--- config.mk ---
export PLATFORM = sky130hd
export DESIGN_NAME = rstc_top
export DESIGN_NICKNAME = d
export VERILOG_FILES = /design/src/rtl/rstc_pkg.sv /design/src/rtl/rstc_sync.sv /design/src/rtl/rstc_pin_filter.sv /design/src/rtl/rstc_stretch.sv /design/src/rtl/rstc_top.sv
export SDC_FILE = /design/constraint.sdc
export NUM_CORES = 1
export LEC_CHECK = 0
export BUFFER_PORTS_ARGS = -buffer_cell sky130_fd_sc_hd__clkbuf_2
export CAP_MARGIN = 5
export CORE_ASPECT_RATIO = 1.4
export CORE_MARGIN = 3
export CORE_UTILIZATION = 40
export DETAILED_ROUTE_END_ITERATION = 12
export HOLD_SLACK_MARGIN = 0.1
export PLACE_DENSITY = 0.68
export SLEW_MARGIN = 20
export SYNTH_ARGS = -nofsm -noshare
export SYNTH_HDL_FRONTEND = slang
export SYNTH_SLANG_ARGS = --single-unit
--- constraint.sdc ---
create_clock -name clk_i -period 1.7 [get_ports clk_i]
set_input_delay 0 -clock clk_i [delete_from_list [all_inputs] [get_ports clk_i]]
set_output_delay 0 -clock clk_i [all_outputs]
set_load 0.1 [all_outputs]
--- src/rtl/rstc_pkg.sv ---
package rstc_pkg;
  localparam int FLG_PIN = 0;
  localparam int FLG_POR = 1;
  localparam int FLG_MCD = 2;
  localparam int FLG_SUP = 3;
  localparam int NFLG    = 4;
  localparam logic [7:0] SUP_CTRL_ADDR = 8'hFF;
  localparam int MON_EN_BIT = 7;
  localparam int STAT_BIT   = 6;
  typedef logic [NFLG-1:0] flags_t;
endpackage

--- src/rtl/rstc_sync.sv ---
module rstc_sync #(
  parameter int          W       = 1,
  parameter logic [W-1:0] RST_VAL = '0
) (
  input  logic         clk_i,
  input  logic         rst_ni,
  input  logic [W-1:0] d_i,
  output logic [W-1:0] q_o
);
  logic [W-1:0] s1_q, s2_q;
  always_ff @(posedge clk_i or negedge rst_ni) begin
    if (!rst_ni) begin
      s1_q <= RST_VAL;
      s2_q <= RST_VAL;
    end else begin
      s1_q <= d_i;
      s2_q <= s1_q;
    end
  end
  assign q_o = s2_q;
endmodule

--- src/rtl/rstc_pin_filter.sv ---
module rstc_pin_filter #(
  parameter int FILT = 3
) (
  input  logic clk_i,
  input  logic rst_ni,
  input  logic pin_ni,
  output logic req_o
);
  localparam int FW = $clog2(FILT + 1);
  localparam logic [FW-1:0] FMAX = FW'(FILT);

  logic pin_s;
  logic [FW-1:0] fcnt_q;

  rstc_sync #(.W(1), .RST_VAL(1'b1)) i_sync (
    .clk_i (clk_i), .rst_ni(rst_ni), .d_i(pin_ni), .q_o(pin_s)
  );

  always_ff @(posedge clk_i or negedge rst_ni) begin
    if (!rst_ni)          fcnt_q <= '0;
    else if (pin_s)       fcnt_q <= '0;
    else if (fcnt_q != FMAX) fcnt_q <= fcnt_q + 1'b1;
  end

  assign req_o = (fcnt_q == FMAX);

  // a request needs the previous synchronized sample low
  a_r3_needs_low: assert property (@(posedge clk_i) disable iff (!rst_ni)
    req_o |-> $past(!pin_s));
endmodule

--- src/rtl/rstc_stretch.sv ---
module rstc_stretch #(
  parameter int STRETCH = 8
) (
  input  logic clk_i,
  input  logic rst_ni,
  input  logic req_i,
  output logic rst_o
);
  localparam int CW = $clog2(STRETCH + 1);
  localparam logic [CW-1:0] CMAX = CW'(STRETCH);

  logic [CW-1:0] cnt_q;

  always_ff @(posedge clk_i or negedge rst_ni) begin
    if (!rst_ni)          cnt_q <= CMAX;
    else if (req_i)       cnt_q <= CMAX;
    else if (cnt_q != '0) cnt_q <= cnt_q - 1'b1;
  end

  assign rst_o = (cnt_q != '0);

  a_r2_req_asserts: assert property (@(posedge clk_i) disable iff (!rst_ni)
    req_i |=> rst_o);
  a_r2_idle_stays: assert property (@(posedge clk_i) disable iff (!rst_ni)
    (!req_i && !rst_o) |=> !rst_o);
endmodule

--- src/rtl/rstc_top.sv ---
module rstc_top
  import rstc_pkg::*;
#(
  parameter int         STRETCH  = 8,
  parameter int         FILT     = 3,
  parameter logic [7:0] SRC_ADDR = 8'hEF
) (
  input  logic       clk_i,
  input  logic       rst_ni,
  input  logic       ext_rst_ni,
  input  logic       vdd_ok_i,
  input  logic       mcd_timeout_i,
  input  logic [7:0] reg_addr_i,
  input  logic [7:0] reg_wdata_i,
  input  logic       reg_we_i,
  input  logic       reg_re_i,
  output logic [7:0] reg_rdata_o,
  output logic       sys_rst_o
);
  logic pin_req, sup_req, mcd_req, any_req, vdd_s;
  logic mon_en_q, sup_sel_q, mcd_en_q;
  flags_t flags_q, flags_nxt;

  rstc_pin_filter #(.FILT(FILT)) i_pin (
    .clk_i(clk_i), .rst_ni(rst_ni), .pin_ni(ext_rst_ni), .req_o(pin_req)
  );

  rstc_sync #(.W(1), .RST_VAL(1'b1)) i_vdd_sync (
    .clk_i(clk_i), .rst_ni(rst_ni), .d_i(vdd_ok_i), .q_o(vdd_s)
  );

  assign sup_req = mon_en_q & sup_sel_q & ~vdd_s;
  assign mcd_req = mcd_en_q & mcd_timeout_i;
  assign any_req = pin_req | sup_req | mcd_req;

  rstc_stretch #(.STRETCH(STRETCH)) i_stretch (
    .clk_i(clk_i), .rst_ni(rst_ni), .req_i(any_req), .rst_o(sys_rst_o)
  );

  // fixed priority: pin, supply, missing clock
  always_comb begin
    flags_nxt = '0;
    if (pin_req)      flags_nxt[FLG_PIN] = 1'b1;
    else if (sup_req) flags_nxt[FLG_SUP] = 1'b1;
    else              flags_nxt[FLG_MCD] = 1'b1;
  end

  logic wr_ok;
  assign wr_ok = reg_we_i & ~sys_rst_o & ~any_req;

  always_ff @(posedge clk_i or negedge rst_ni) begin
    if (!rst_ni) begin
      mon_en_q  <= 1'b1;
      sup_sel_q <= 1'b0;
      mcd_en_q  <= 1'b0;
      flags_q   <= flags_t'(1 << FLG_POR);
    end else begin
      if (any_req) flags_q <= flags_nxt;
      if (sys_rst_o || any_req) begin
        sup_sel_q <= 1'b0;
        mcd_en_q  <= 1'b0;
      end else if (wr_ok) begin
        if (reg_addr_i == SUP_CTRL_ADDR) mon_en_q <= reg_wdata_i[MON_EN_BIT];
        if (reg_addr_i == SRC_ADDR) begin
          mcd_en_q  <= reg_wdata_i[FLG_MCD];
          sup_sel_q <= reg_wdata_i[FLG_SUP];
        end
      end
    end
  end

  always_comb begin
    reg_rdata_o = '0;
    if (reg_re_i) begin
      if (reg_addr_i == SUP_CTRL_ADDR) begin
        reg_rdata_o[MON_EN_BIT] = mon_en_q;
        reg_rdata_o[STAT_BIT]   = vdd_s;
      end else if (reg_addr_i == SRC_ADDR) begin
        reg_rdata_o[NFLG-1:0] = flags_q;
      end
    end
  end

  a_r10_one_flag: assert property (@(posedge clk_i) disable iff (!rst_ni)
    $countones(flags_q) == 1);
  a_r8_mon_en_sticky: assert property (@(posedge clk_i) disable iff (!rst_ni)
    sys_rst_o |=> $stable(mon_en_q));
  a_r11_sel_cleared: assert property (@(posedge clk_i) disable iff (!rst_ni)
    sys_rst_o |=> (!sup_sel_q && !mcd_en_q));
  a_r6_sel_gate: assert property (@(posedge clk_i) disable iff (!rst_ni)
    (!sys_rst_o && !pin_req && !mcd_req && !sup_sel_q) |=> !sys_rst_o);
endmodule

==> metrics.txt <==
outcome=finished, final reports clean; clock skew=around 5.5 ps; area occupied by multi-input gates=349.1 sq um; DR DRC count=0; setup ws final=~140 ps; Finished Cell Area=1087 sq um; Final Setup Violations=0; clock buffer depth=2; VDD IR max=roughly 1.1 mV; Least-Margin Pin Slew=541.2 ps; asr flop ratio synth=100.0%; core area=1847 sq um; DR iter-0 viols=9; Crit. End Element=output pin; Clock power frac=between 10% and 20%; Final Non-Filler Cells=approximately 130; Setup CP Type=reg -> out; P_int=0.7922 mW; fin. max-slew vios=0; Yosys top cell area share=about 31%; Reg clk slew, reported paths=roughly 100 ps; Placed Area=969.7 sq um; switching pwr=approximately 0.43 mW; number of flops mapped to enable cells by yosys=0; clock root buffer=clkbuf_4; antenna violations before repair=0; Worst slew margin=between 60% and 70%; Setup TNS Final=0 ps; proportion of power drawn by flip-flops and latches=44.6%; startpoint types=flop; Primary FF master, synth=dfrtp_1; Worst Hold Class=in -> async; Syn Std Cell Area=810.8 sq um; biggest regs=flags_q x4, i_stretch.cnt_q x4, i_pin.fcnt_q x2; placed cell count=~120; # fillers=about 160; RSZ-0062 raised after global routing=no; dpl ws=roughly 220 ps; Tmin final=between 1500 and 2000 ps; Leak=about 0.52 nW; fin crit share=92.02%; Rows=18; crit-path max FO=4; FF+latch count, synth=17; final net count=134; total CTS buffers=3; Yosys warnings=0; share of layout cells above drive strength 1=~40%; Post-Syn Instances=73; final WL=between 1500 and 2000 um; total power per unit cell area=between 1000 and 1500 nW/um^2; Congestion Overflow GR=0; clk_lat worst skew=around 290 ps; largest net degree at the start of global routing=18; postcts setup bufs=0; DIE HEIGHT=59.27 um; TritonCTS clock tree=built; Layout area overhead=34.10%; synth unique cells=29; Final Hold Fails=0; total I/O pin count=32; most numerous cell in the Yosys netlist=dfrtp_1; port bufs=24; switching part of the total=between 30% and 40%; CP arrival=~1600 ps; vias in the first global route=650; Tot Pwr=about 1.2 mW; Seq/Total Area, Yosys=53.55%; antenna cells=0; fmax=~640 MHz; area leader, netlist=dfrtp_1; Critical Path RT=1700 ps; most instantiated cells after synthesis=10 x dfrtp_1, 9 x nor2_1, 7 x dfstp_2; Final ANT Viol Nets=0; first-pass GRT wire length=between 2000 and 2500 um; CTS Sinks=17; drt wl/cell=12.08 um; initial core utilization=between 40% and 50%; Via-to-Cell Ratio=~4.9; detailed placer's ending HPWL=1138 um; Mean Syn Cell Area=~11 sq um; fin util=58.88%; register area=between 400 and 500 sq um; top post-synthesis cells by area=dfrtp_1 31%, dfstp_2 23%, and2_1 4.6%, nor2_1 4.2%, mux2i_1 3.7%; die area=between 2000 and 3000 sq um; gpl congestion=around 0.73; DR vias=roughly 630; DR pass1 iterations=4; Logic pwr share=37.7%; worst hold margin=roughly 150 ps; maxcap violations=0; GRT Util Overall=around an eighth; die width=between 40 and 50 um; Max H-tree Level=1
power groups by stage:
stage | registers (mW) | clock network (mW) | logic [mW]
floorplan | 0.540 | 0 | 0.343
global placement | 0.550 | 0 | 0.438
detailed placement | 0.554 | 0 | 0.451
CTS | 0.546 | 0.221 | 0.468
global route | 0.560 | 0.237 | 0.502
finish | 0.546 | 0.217 | 0.463
worst max-delay path, stage by stage, from the launching register on:
cell and delay [ps]:
dfrtp_1 390, inv_1 90, ha_1 210, and2_2 240, clkinvlp_4 160, buf_12 190
per-layer routing:
| metal | vias to the layer above | global-route usage, % | share of wire, % |
|---|---|---|---|
| li1 | 316 | - | - |
| met2 | 27 | 23.96 | 49 |
| met4 | 0 | 6.466 | 2.0 |
| met5 | - | 0 | 0 |
| met3 | 4 | 2.432 | 9.2 |
| met1 | 279 | 13.23 | 40 |
final cells by class:
type                    instances  share of cell area (%)
clock buffers                   3                   2.071
clock inverters                 1                  0.4603
inverters                       4                   1.726
multi-input cells              50                   32.11
flip-flops and latches         17                   39.93
well taps                      20                   2.302
repair buffers                 33                   21.40
worst paths after layout:
path / start / endpoint / cells past startpoint / slack [ps]
worst max-delay path: i_stretch.cnt_q[0]$_DFFE_PN0P_ / sys_rst_o / 5 / 140
worst min-delay path: rst_ni / i_stretch.cnt_q[0]$_DFFE_PN0P_ / 2 / 150
worst max register to register: i_pin.fcnt_q[0]$_DFFE_PN0P_ / i_stretch.cnt_q[3]$_DFFE_PN1P_ / 3 / 220
worst min register to register: i_pin.i_sync.s1_q$_DFF_PN1_ / i_pin.i_sync.q_o$_DFF_PN1_ / 0 / 360
max in group asynchronous: rst_ni / flags_q[1]$_DFFE_PN1P_ / 2 / 1230
min in group clk_i: reg_addr_i[5] / mcd_en_q$_DFFE_PN0P_ / 5 / 150
layout by cell type, fill, tap and decap left out, types with 2 or more instances in the layout:
| master | synthesis | routed |
|---|---|---|
| nor2_1 | 9 | 8 |
| ha_1 | 2 | 2 |
| nand2_1 | 2 | 2 |
| dfstp_2 | 7 | 7 |
| and2_1 | 6 | 5 |
| nand4_1 | 3 | 3 |
| clkbuf_2 | 0 | 19 |
| nor3_1 | 4 | 4 |
| clkbuf_4 | 0 | 7 |
| inv_1 | 4 | 3 |
| conb_1 | 1 | 2 |
| dfrtp_1 | 10 | 10 |
| dlygate4sd3_1 | 0 | 8 |
| a21oi_1 | 3 | 3 |
| mux2i_1 | 3 | 3 |
| and3_1 | 2 | 2 |
cells by family after synthesis:
| logic type | Yosys count | share of synthesized area (%) |
|---|---|---|
| other | 1 | 0.4625 |
| adder cells (fa/ha/maj) | 2 | 3.086 |
| AO/OA/AOI/OAI | 6 | 5.401 |
| AND/OR/NAND/NOR | 34 | 25.93 |
| multiplexers | 4 | 5.093 |
| buffers and inverters | 7 | 4.319 |
| XOR/XNOR | 2 | 2.161 |
| flip-flops | 17 | 53.55 |
repair_timing:
action | 4_1_cts | 5_1_grt
endpoints found under the setup margin | 0 | 4
hold endpoints to repair | 24 | 0
gates resized for setup | 0 | 8
hold buffers | 8 | 0
Power figures use the tool's default switching activity.
